$ cat config.mk
export PLATFORM = sky130hd
export DESIGN_NAME = vpu_cpu_port
export DESIGN_NICKNAME = d
export VERILOG_FILES = /design/src/rtl/vpu_port_pkg.sv /design/src/rtl/vpu_addr_regs.sv /design/src/rtl/vpu_sprite_mem.sv /design/src/rtl/vpu_palette.sv /design/src/rtl/vpu_cpu_port.sv
export SDC_FILE = /design/constraint.sdc
export NUM_CORES = 2
export LEC_CHECK = 0
export ABC_AREA = 1
export BUFFER_PORTS_ARGS = -buffer_cell sky130_fd_sc_hd__buf_2
export CAP_MARGIN = 20
export CORE_MARGIN = 5
export CORE_UTILIZATION = 40
export DETAILED_ROUTE_END_ITERATION = 7
export SLEW_MARGIN = 20
export SYNTH_ARGS = -nofsm -noshare
export SYNTH_HDL_FRONTEND = slang
export SYNTH_SLANG_ARGS = --single-unit
$ cat constraint.sdc
create_clock -name clk -period 5.6 [get_ports clk]
set_input_delay 0 -clock clk [delete_from_list [all_inputs] [get_ports clk]]
set_output_delay 0 -clock clk [all_outputs]
set_load 0.005 [all_outputs]
$ cat src/rtl/vpu_port_pkg.sv
package vpu_port_pkg;

    localparam int VA_W  = 15;
    localparam int MA_W  = 14;
    localparam int FX_W  = 3;
    localparam logic [MA_W-1:0] NT_BASE  = 14'h2000;
    localparam logic [MA_W-1:0] PAL_BASE = 14'h3F00;

    typedef enum logic [2:0] {
        SEL_CTRL = 3'd0,
        SEL_MASK = 3'd1,
        SEL_STAT = 3'd2,
        SEL_SPRA = 3'd3,
        SEL_SPRD = 3'd4,
        SEL_SCRL = 3'd5,
        SEL_ADDR = 3'd6,
        SEL_DATA = 3'd7
    } reg_sel_e;

    typedef enum logic {
        PH_IDLE = 1'b0,
        PH_WAIT = 1'b1
    } xfer_ph_e;

    // write side folds bit 4 whenever bits 1:0 are zero
    function automatic logic [4:0] pal_wr_fold(input logic [4:0] idx);
        return (idx[1:0] == 2'b00) ? {1'b0, idx[3:0]} : idx;
    endfunction

    // read side folds bit 4 only for the four backdrop aliases
    function automatic logic [4:0] pal_rd_fold(input logic [4:0] idx);
        return ((idx & 5'h13) == 5'h10) ? {1'b0, idx[3:0]} : idx;
    endfunction

endpackage

$ cat src/rtl/vpu_addr_regs.sv
module vpu_addr_regs
    import vpu_port_pkg::*;
(
    input  logic            clk,
    input  logic            rst_n,
    input  logic            ctrl_wr,
    input  logic            scrl_wr,
    input  logic            addr_wr,
    input  logic            tog_clr,
    input  logic            step_en,
    input  logic            step_wide,
    input  logic [7:0]      wdata,
    output logic [VA_W-1:0] temp_o,
    output logic [VA_W-1:0] vram_o,
    output logic [FX_W-1:0] fine_x_o
);

    typedef struct packed {
        logic [VA_W-1:0] temp;
        logic [VA_W-1:0] vram;
        logic [FX_W-1:0] fx;
        logic            tog;
    } areg_t;

    areg_t r_q, r_d;

    always_comb begin
        r_d = r_q;
        if (ctrl_wr) begin
            r_d.temp[11:10] = wdata[1:0];
        end
        if (scrl_wr) begin
            if (!r_q.tog) begin
                r_d.fx        = wdata[2:0];
                r_d.temp[4:0] = wdata[7:3];
            end else begin
                r_d.temp[14:12] = wdata[2:0];
                r_d.temp[9:5]   = wdata[7:3];
            end
            r_d.tog = ~r_q.tog;
        end
        if (addr_wr) begin
            if (!r_q.tog) begin
                r_d.temp[14]   = 1'b0;
                r_d.temp[13:8] = wdata[5:0];
            end else begin
                r_d.temp[7:0] = wdata;
                r_d.vram      = {r_q.temp[14:8], wdata};
            end
            r_d.tog = ~r_q.tog;
        end
        if (step_en) begin
            r_d.vram = r_q.vram + (step_wide ? VA_W'(32) : VA_W'(1));
        end
        if (tog_clr) begin
            r_d.tog = 1'b0;
        end
    end

    always_ff @(posedge clk or negedge rst_n) begin
        if (!rst_n) begin
            r_q <= '0;
        end else begin
            r_q <= r_d;
        end
    end

    assign temp_o   = r_q.temp;
    assign vram_o   = r_q.vram;
    assign fine_x_o = r_q.fx;

    AST_ADDR_COPY: assert property (@(posedge clk) disable iff (!rst_n)
        (addr_wr && r_q.tog) |=> (vram_o == {$past(temp_o[14:8]), $past(wdata)}));
    AST_ADDR_STEP: assert property (@(posedge clk) disable iff (!rst_n)
        (step_en && !addr_wr) |=> (vram_o == $past(vram_o) + ($past(step_wide) ? VA_W'(32) : VA_W'(1))));
    AST_TOG_CLEAR: assert property (@(posedge clk) disable iff (!rst_n)
        (tog_clr && !scrl_wr && !addr_wr) |=> !r_q.tog);

endmodule

$ cat src/rtl/vpu_sprite_mem.sv
module vpu_sprite_mem #(
    parameter int DEPTH = 256,
    localparam int AW   = $clog2(DEPTH)
) (
    input  logic          clk,
    input  logic          rst_n,
    input  logic          addr_wr,
    input  logic          data_wr,
    input  logic [7:0]    wdata,
    output logic [7:0]    rdata
);

    typedef struct packed {
        logic [AW-1:0] ptr;
    } sreg_t;

    sreg_t      s_q, s_d;
    logic [7:0] mem_q [DEPTH];

    always_comb begin
        s_d = s_q;
        if (addr_wr) begin
            s_d.ptr = wdata[AW-1:0];
        end else if (data_wr) begin
            s_d.ptr = s_q.ptr + AW'(1);
        end
    end

    always_ff @(posedge clk or negedge rst_n) begin
        if (!rst_n) begin
            s_q <= '0;
        end else begin
            s_q <= s_d;
        end
    end

    always_ff @(posedge clk) begin
        if (data_wr) begin
            mem_q[s_q.ptr] <= wdata;
        end
    end

    assign rdata = mem_q[s_q.ptr];

    AST_SPR_STEP: assert property (@(posedge clk) disable iff (!rst_n)
        (data_wr && !addr_wr) |=> (s_q.ptr == $past(s_q.ptr) + AW'(1)));
    AST_SPR_HOLD: assert property (@(posedge clk) disable iff (!rst_n)
        (!data_wr && !addr_wr) |=> $stable(s_q.ptr));

endmodule

$ cat src/rtl/vpu_palette.sv
module vpu_palette
    import vpu_port_pkg::*;
#(
    parameter int ENTRIES = 32,
    localparam int IW     = $clog2(ENTRIES)
) (
    input  logic          clk,
    input  logic          wr_en,
    input  logic [IW-1:0] idx,
    input  logic [7:0]    wdata,
    output logic [7:0]    rdata
);

    logic [7:0]    pal_q [ENTRIES];
    logic [IW-1:0] wr_idx, rd_idx;

    always_comb begin
        wr_idx = IW'(pal_wr_fold(5'(idx)));
        rd_idx = IW'(pal_rd_fold(5'(idx)));
    end

    always_ff @(posedge clk) begin
        if (wr_en) begin
            pal_q[wr_idx] <= wdata;
        end
    end

    assign rdata = pal_q[rd_idx];

    AST_PAL_FOLD: assert property (@(posedge clk)
        (idx[1:0] == 2'b00) |-> (wr_idx[4] == 1'b0));

endmodule

$ cat src/rtl/vpu_cpu_port.sv
module vpu_cpu_port
    import vpu_port_pkg::*;
#(
    parameter int SPR_DEPTH   = 256,
    parameter int PAL_ENTRIES = 32
) (
    input  logic             clk,
    input  logic             rst_n,
    input  logic             cpu_cs_i,
    input  logic             cpu_we_i,
    input  logic [2:0]       cpu_sel_i,
    input  logic [7:0]       cpu_wdata_i,
    output logic [7:0]       cpu_rdata_o,
    output logic             cpu_ready_o,
    input  logic [7:0]       stat_set_i,
    input  logic [7:0]       stat_clr_i,
    output logic [7:0]       ctrl_o,
    output logic [7:0]       mask_o,
    output logic [FX_W-1:0]  fine_x_o,
    output logic [VA_W-1:0]  temp_addr_o,
    output logic [VA_W-1:0]  vram_addr_o,
    output logic             mem_req_o,
    output logic             mem_we_o,
    output logic [MA_W-1:0]  mem_addr_o,
    output logic [7:0]       mem_wdata_o,
    input  logic             mem_ack_i,
    input  logic [7:0]       mem_rdata_i
);

    localparam int PIW = $clog2(PAL_ENTRIES);

    typedef struct packed {
        logic [7:0] ctrl;
        logic [7:0] mask;
        logic [7:0] stat;
        logic [7:0] obus;
        logic [7:0] rbuf;
        xfer_ph_e   ph;
    } preg_t;

    preg_t      p_q, p_d;
    reg_sel_e   sel;
    logic [MA_W-1:0] acc_addr;
    logic       tgt_pal, tgt_pat, ext_need;
    logic       done, rd_done, wr_done;
    logic [7:0] spr_rdata, pal_rdata, rdata;
    logic       obus_wr;

    always_comb begin
        sel      = reg_sel_e'(cpu_sel_i);
        acc_addr = vram_addr_o[MA_W-1:0];
        tgt_pal  = (acc_addr >= PAL_BASE);
        tgt_pat  = (acc_addr < NT_BASE);
        ext_need = cpu_cs_i && (sel == SEL_DATA) && !tgt_pal;
        cpu_ready_o = (p_q.ph == PH_WAIT) ? mem_ack_i : !ext_need;
        done     = cpu_cs_i && cpu_ready_o;
        rd_done  = done && !cpu_we_i;
        wr_done  = done && cpu_we_i;
        obus_wr  = (sel == SEL_CTRL) || (sel == SEL_MASK) ||
                   (sel == SEL_SCRL) || (sel == SEL_ADDR);
    end

    always_comb begin
        unique case (sel)
            SEL_STAT: rdata = p_q.stat;
            SEL_SPRD: rdata = spr_rdata;
            SEL_DATA: rdata = tgt_pal ? pal_rdata : (tgt_pat ? p_q.rbuf : mem_rdata_i);
            default:  rdata = p_q.obus;
        endcase
    end

    always_comb begin
        p_d = p_q;
        unique case (p_q.ph)
            PH_IDLE: if (ext_need) p_d.ph = PH_WAIT;
            PH_WAIT: if (mem_ack_i) p_d.ph = PH_IDLE;
            default: p_d.ph = PH_IDLE;
        endcase
        p_d.stat = p_q.stat & ~stat_clr_i;
        if (rd_done && sel == SEL_STAT) begin
            p_d.stat[7] = 1'b0;
        end
        p_d.stat = p_d.stat | stat_set_i;
        if (wr_done) begin
            if (sel == SEL_CTRL) p_d.ctrl = cpu_wdata_i;
            if (sel == SEL_MASK) p_d.mask = cpu_wdata_i;
            if (obus_wr)         p_d.obus = cpu_wdata_i;
        end
        if (rd_done) begin
            p_d.obus = rdata;
            if (sel == SEL_DATA && tgt_pat) begin
                p_d.rbuf = mem_rdata_i;
            end
        end
    end

    always_ff @(posedge clk or negedge rst_n) begin
        if (!rst_n) begin
            p_q <= '0;
        end else begin
            p_q <= p_d;
        end
    end

    vpu_addr_regs u_addr (
        .clk       (clk),
        .rst_n     (rst_n),
        .ctrl_wr   (wr_done && sel == SEL_CTRL),
        .scrl_wr   (wr_done && sel == SEL_SCRL),
        .addr_wr   (wr_done && sel == SEL_ADDR),
        .tog_clr   (rd_done && sel == SEL_STAT),
        .step_en   (done && sel == SEL_DATA),
        .step_wide (p_q.ctrl[2]),
        .wdata     (cpu_wdata_i),
        .temp_o    (temp_addr_o),
        .vram_o    (vram_addr_o),
        .fine_x_o  (fine_x_o)
    );

    vpu_sprite_mem #(.DEPTH(SPR_DEPTH)) u_spr (
        .clk     (clk),
        .rst_n   (rst_n),
        .addr_wr (wr_done && sel == SEL_SPRA),
        .data_wr (wr_done && sel == SEL_SPRD),
        .wdata   (cpu_wdata_i),
        .rdata   (spr_rdata)
    );

    vpu_palette #(.ENTRIES(PAL_ENTRIES)) u_pal (
        .clk   (clk),
        .wr_en (wr_done && sel == SEL_DATA && tgt_pal),
        .idx   (acc_addr[PIW-1:0]),
        .wdata (cpu_wdata_i),
        .rdata (pal_rdata)
    );

    assign cpu_rdata_o = rdata;
    assign ctrl_o      = p_q.ctrl;
    assign mask_o      = p_q.mask;
    assign mem_req_o   = (p_q.ph == PH_WAIT);
    assign mem_we_o    = cpu_we_i;
    assign mem_addr_o  = acc_addr;
    assign mem_wdata_o = cpu_wdata_i;

    AST_WAIT_STALL: assert property (@(posedge clk) disable iff (!rst_n)
        (mem_req_o && !mem_ack_i) |-> !cpu_ready_o);
    AST_REQ_HOLD: assert property (@(posedge clk) disable iff (!rst_n)
        (mem_req_o && !mem_ack_i) |=> (mem_req_o && $stable(mem_addr_o)));
    AST_STAT_CLR: assert property (@(posedge clk) disable iff (!rst_n)
        (rd_done && sel == SEL_STAT && !stat_set_i[7]) |=> !p_q.stat[7]);
    AST_OBUS_WR: assert property (@(posedge clk) disable iff (!rst_n)
        (wr_done && obus_wr) |=> (p_q.obus == $past(cpu_wdata_i)));
    AST_BUF_KEEP: assert property (@(posedge clk) disable iff (!rst_n)
        !(rd_done && sel == SEL_DATA && tgt_pat) |=> $stable(p_q.rbuf));

endmodule

==> flow_metrics.tcl <==
set metrics [dict create \
    synth_top_family_by_area "simple AND/OR/NAND/NOR gates" \
    netlist.top_cell.by_area "sky130_fd_sc_hd__edfxtp_1" \
    synthesis.nets 8278 \
    grt_setup_unrepaired "false" \
    critPathCaptureType "flop" \
    yosys_reg_bits 2355 \
    critical_path.n_buffers_inverters 4 \
    holdBufCountCts 82 \
    fp-row-count 180 \
    met1Wirelength_um 113000 \
    global_route.usage.total_pct 21.0 \
    route.detailed.vias_per_inst 5.46 \
    first_global_vias 61400 \
    grt_overflow_total 0 \
    htree_levels 4 \
    critical_path_peak_fanout 129 \
    pin_count 122 \
    dpl.hpwl_um 152000 \
    initial_core_utilization_pct 40.1 \
    syn-instance-count 8231 \
    max-vdd-ir-drop_uv 338 \
    leakage_nw 36.9 \
    filler_cell_count 21700 \
    ctsResizeCount 0 \
    die-area_mm2 0.250 \
    cell_pwr_density_mw_per_mm2 440 \
    post_cts.repair.setup_buffers 0 \
    final.period_utilization_pct 93.5 \
    finalCriticalPeriod_ns 5.24 \
    crit_family "buffers and inverters" \
    detailed_route_drc_error_count 0 \
    drt-pass1-iter-count 6 \
    multi_input_area_mm2 0.0222 \
    final_max_slew_viol_count 0 \
    timing.critical_path.arrival_ns 6.06 \
    worst_setup_path_start_kind "flop" \
    grt_max_degree 166 \
    worst_path_largest_cell_delay_ns 0.87 \
    top_cell_type_s_share_of_synthesized_area_pct 71.0 \
    core_area_mm2 0.240 \
    finalWeightedCongestion 0.847 \
    initial_antenna_violation_count 3 \
    detailroute.wirelength.met3_um 22300 \
    timing.critical_path.mode_cell "sky130_fd_sc_hd__nand2_1" \
    highest_delay_cell_along_the_critical_path "sky130_fd_sc_hd__buf_4" \
    synth-compound-area-share_pct 8.93 \
    synth_xor_area_share_pct 0.0820 \
    post_dp_cell_area_mm2 0.0994 \
    worstPathRequired_ns 6.42 \
    vias 63400 \
    wire_per_inst_um 23.2 \
    io_buffer_count 121 \
    setup_tns_ns 0 \
    drt.antenna.violating_nets 0 \
    die_w_um 500 \
    routed-wl-met2_um 125000 \
    finalWirelength_um 269000 \
    syn_area_mm2 0.0961 \
    tritoncts_num_sinks 2355 \
    hold_violations 0 \
    netlist-cell-type-count 44 \
    layout.area.seq_mm2 0.0703 \
    post_synth_fa_ha_maj_area_fraction_pct 0.0911 \
    synth.yosys.seq_area_share_pct 73.2 \
    worstMarginPinSlew_ns 1.08 \
    synthSimpleGateAreaFrac_pct 13.9 \
    die_y_um 500 \
    clk_path_buf_depth 3 \
    tritoncts "yes" \
    highest_metal_layer_with_signal_wires "met4" \
    clk_latency_ns 0.88 \
    post_synth_main_area_contributors "sky130_fd_sc_hd__edfxtp_1, sky130_fd_sc_hd__nor2_1, sky130_fd_sc_hd__nand2_1" \
    finClkSkew_ns 0.0465 \
    cell_by_cell_trace_of_the_critical_path "inv_8 > buf_4 > o21ai_0 > o22ai_1 > nand2_1 > nand2_1 > nor2_1 > nor2_1 > nor2_1 > nand2_1 > nand2_1 > nand2_1 > o21ai_1 > nand3_1 > nand2_1 > dlygate4sd3_1 > nand2_1 > dlygate4sd3_1" \
    global_route_wire_length_before_repair_um 401000 \
    post_route_cells_drive_above_1_share_pct 7.48 \
    run_status "finished, final reports clean" \
    post_synth_mux_area_share_pct 0.0352 \
    yosysWarnings 0 \
    timing.max_slew.rel_slack_pct 27.5 \
    max_freq_mhz 191 \
    clock-root-buffer "sky130_fd_sc_hd__clkbuf_16" \
    crit_type "reg -> reg" \
    max_cap_viol_count 0 \
    finish.net_count 8278 \
    finalSetupViolCount 0 \
    clkTransAtPathRegs_ns 0.07 \
    layout-area-overhead-vs-synth_pct 12.3 \
    tritoncts.num_buffers 229 \
    avg_synthesized_cell_area_um2 11.7 \
    drt-initial-drc-count 7213 \
    final_cell_area_mm2 0.108 \
    hold_path_class "in -> reg" \
]
[cell usage after synthesis]
master / count
sky130_fd_sc_hd__o21ai_2: 1
sky130_fd_sc_hd__buf_2: 164
sky130_fd_sc_hd__o41ai_1: 1
sky130_fd_sc_hd__buf_4: 84
sky130_fd_sc_hd__a21oi_1: 47
sky130_fd_sc_hd__o211ai_1: 9
sky130_fd_sc_hd__mux2_2: 3
sky130_fd_sc_hd__xor2_1: 9
sky130_fd_sc_hd__a32oi_1: 1
sky130_fd_sc_hd__o21ai_1: 168
sky130_fd_sc_hd__o221ai_1: 8
sky130_fd_sc_hd__edfxtp_1: 2272
sky130_fd_sc_hd__clkbuf_2: 3
sky130_fd_sc_hd__nor4_1: 3
sky130_fd_sc_hd__a221oi_1: 5
sky130_fd_sc_hd__clkbuf_1: 265
sky130_fd_sc_hd__buf_6: 28
sky130_fd_sc_hd__dfrtp_1: 83
sky130_fd_sc_hd__o2111ai_1: 1
sky130_fd_sc_hd__a211oi_1: 3
sky130_fd_sc_hd__nand3_1: 102
sky130_fd_sc_hd__clkinv_1: 4
sky130_fd_sc_hd__a22o_1: 7
sky130_fd_sc_hd__and2_1: 1
sky130_fd_sc_hd__o21bai_1: 8
sky130_fd_sc_hd__nor2_1: 1808
sky130_fd_sc_hd__o311ai_0: 1
sky130_fd_sc_hd__inv_2: 5
sky130_fd_sc_hd__nand2_1: 1513
sky130_fd_sc_hd__o22ai_1: 235
sky130_fd_sc_hd__o31ai_1: 1
sky130_fd_sc_hd__inv_1: 195
sky130_fd_sc_hd__nand3_2: 3
sky130_fd_sc_hd__o21ai_0: 1042
sky130_fd_sc_hd__a22oi_1: 52
sky130_fd_sc_hd__ha_1: 7
sky130_fd_sc_hd__or2_2: 2
sky130_fd_sc_hd__a31oi_1: 7
sky130_fd_sc_hd__nand4_1: 39
sky130_fd_sc_hd__nor3_1: 16
sky130_fd_sc_hd__buf_1: 19
sky130_fd_sc_hd__nor2_2: 4
sky130_fd_sc_hd__and3_1: 1
sky130_fd_sc_hd__a221o_1: 1
[through the flow]
step / power (mW) / hold slack [ns] / setup slack [ns] / util, % / cells
finish: 47.4 / 0.130 / 0.364 / 45.0 / 11600
global placement: 31.8 / 0.183 / 1.28 / 41.4 / 11100
floorplan: 27.7 / -0.296 / 2.95 / - / 8231
CTS: 47.5 / 0.0486 / 0.474 / 45.0 / 11600
detailed placement: 31.8 / 0.187 / 1.38 / 41.4 / 11100
global route: 49.5 / 0.105 / 0.123 / 45.0 / 11600
[metal layers]
layer / global-route usage, % / vias to the layer above
li1: - / 28700
met1: 29.2 / 31400
met2: 33.4 / 2814
met3: 3.48 / 459
met4: 7.52 / 0
met5: 0 / -
[cell type report]
cell class              count  share of cell area [%]
flip-flops and latches   2355                    65.2
diodes                      1                 0.00232
repair buffers            332                    2.70
clock buffers             270                    5.52
multi-input cells        5109                    20.6
clock inverters           156                    1.57
inverters                 204                   0.726
well taps                3185                    3.69
[final timing paths]
kind	startpoint	to	slack, ns	depth (start not counted)
setup / recovery	u_spr.s_q[0]	p_q[14]	0.36	18
hold reg to reg	mask_o[1]	mask_o[1]	0.49	2
min in group asynchronous	rst_n	ctrl_o[4]	0.27	4
max in group asynchronous	rst_n	u_spr.s_q[0]	4.95	4
setup reg to reg	u_spr.s_q[0]	p_q[14]	0.36	18
hold / removal	cpu_wdata_i[7]	u_spr.mem_q[86][7]	0.13	2
[registers in the layout (all words and copies together) (netlist names)]
register,count
u_spr.mem_q,2048
u_pal.pal_q,224
p_q,24
u_addr.temp_o,15
u_addr.vram_o,15
ctrl_o,8
mask_o,8
u_spr.s_q,8
u_addr.fine_x_o,3
mem_req_o,1
u_addr.r_q,1
[power by group]
group	total, mW	leakage (nW)	internal [mW]	switching, mW
clock	15.8	3.75	9.07	6.71
sequential	19.8	21.4	19.5	0.294
combinational	11.9	11.8	3.26	8.60
total	47.4	36.9	31.8	15.6
[kinds of logic after synthesis]
kind of cell / Yosys count
and+or+nand+nor: 3492
adders and majority gates: 7
DFF: 2355
muxes: 3
buffers and inverters: 767
AOI/OAI and AO/OA: 1598
xor gates and xnor gates: 9
[cells in the final DEF, fill, tap and decap left out, types with 4 or more instances in the layout]
master,Yosys,final
sky130_fd_sc_hd__a21oi_1,47,47
sky130_fd_sc_hd__a221oi_1,5,5
sky130_fd_sc_hd__a22o_1,7,7
sky130_fd_sc_hd__a22oi_1,52,52
sky130_fd_sc_hd__a31oi_1,7,7
sky130_fd_sc_hd__buf_12,0,32
sky130_fd_sc_hd__buf_2,164,112
sky130_fd_sc_hd__buf_4,84,96
sky130_fd_sc_hd__buf_8,0,10
sky130_fd_sc_hd__bufinv_16,0,32
sky130_fd_sc_hd__clkbuf_1,265,37
sky130_fd_sc_hd__clkbuf_16,0,232
sky130_fd_sc_hd__clkinv_1,4,50
sky130_fd_sc_hd__clkinv_2,0,56
sky130_fd_sc_hd__clkinvlp_4,0,9
sky130_fd_sc_hd__dfrtp_1,83,81
sky130_fd_sc_hd__dlygate4sd3_1,0,81
sky130_fd_sc_hd__edfxtp_1,2272,2272
sky130_fd_sc_hd__ha_1,7,7
sky130_fd_sc_hd__inv_1,195,192
sky130_fd_sc_hd__inv_16,0,4
sky130_fd_sc_hd__inv_2,5,4
sky130_fd_sc_hd__inv_6,0,5
sky130_fd_sc_hd__nand2_1,1513,1513
sky130_fd_sc_hd__nand3_1,102,102
sky130_fd_sc_hd__nand4_1,39,39
sky130_fd_sc_hd__nor2_1,1808,1796
sky130_fd_sc_hd__nor2_2,4,11
sky130_fd_sc_hd__nor2_4,0,5
sky130_fd_sc_hd__nor3_1,16,16
sky130_fd_sc_hd__o211ai_1,9,9
sky130_fd_sc_hd__o21ai_0,1042,1042
sky130_fd_sc_hd__o21ai_1,168,168
sky130_fd_sc_hd__o21bai_1,8,8
sky130_fd_sc_hd__o221ai_1,8,8
sky130_fd_sc_hd__o22ai_1,235,235
sky130_fd_sc_hd__xor2_1,9,9
No activity file was read; power rests on OpenSTA's default activity.
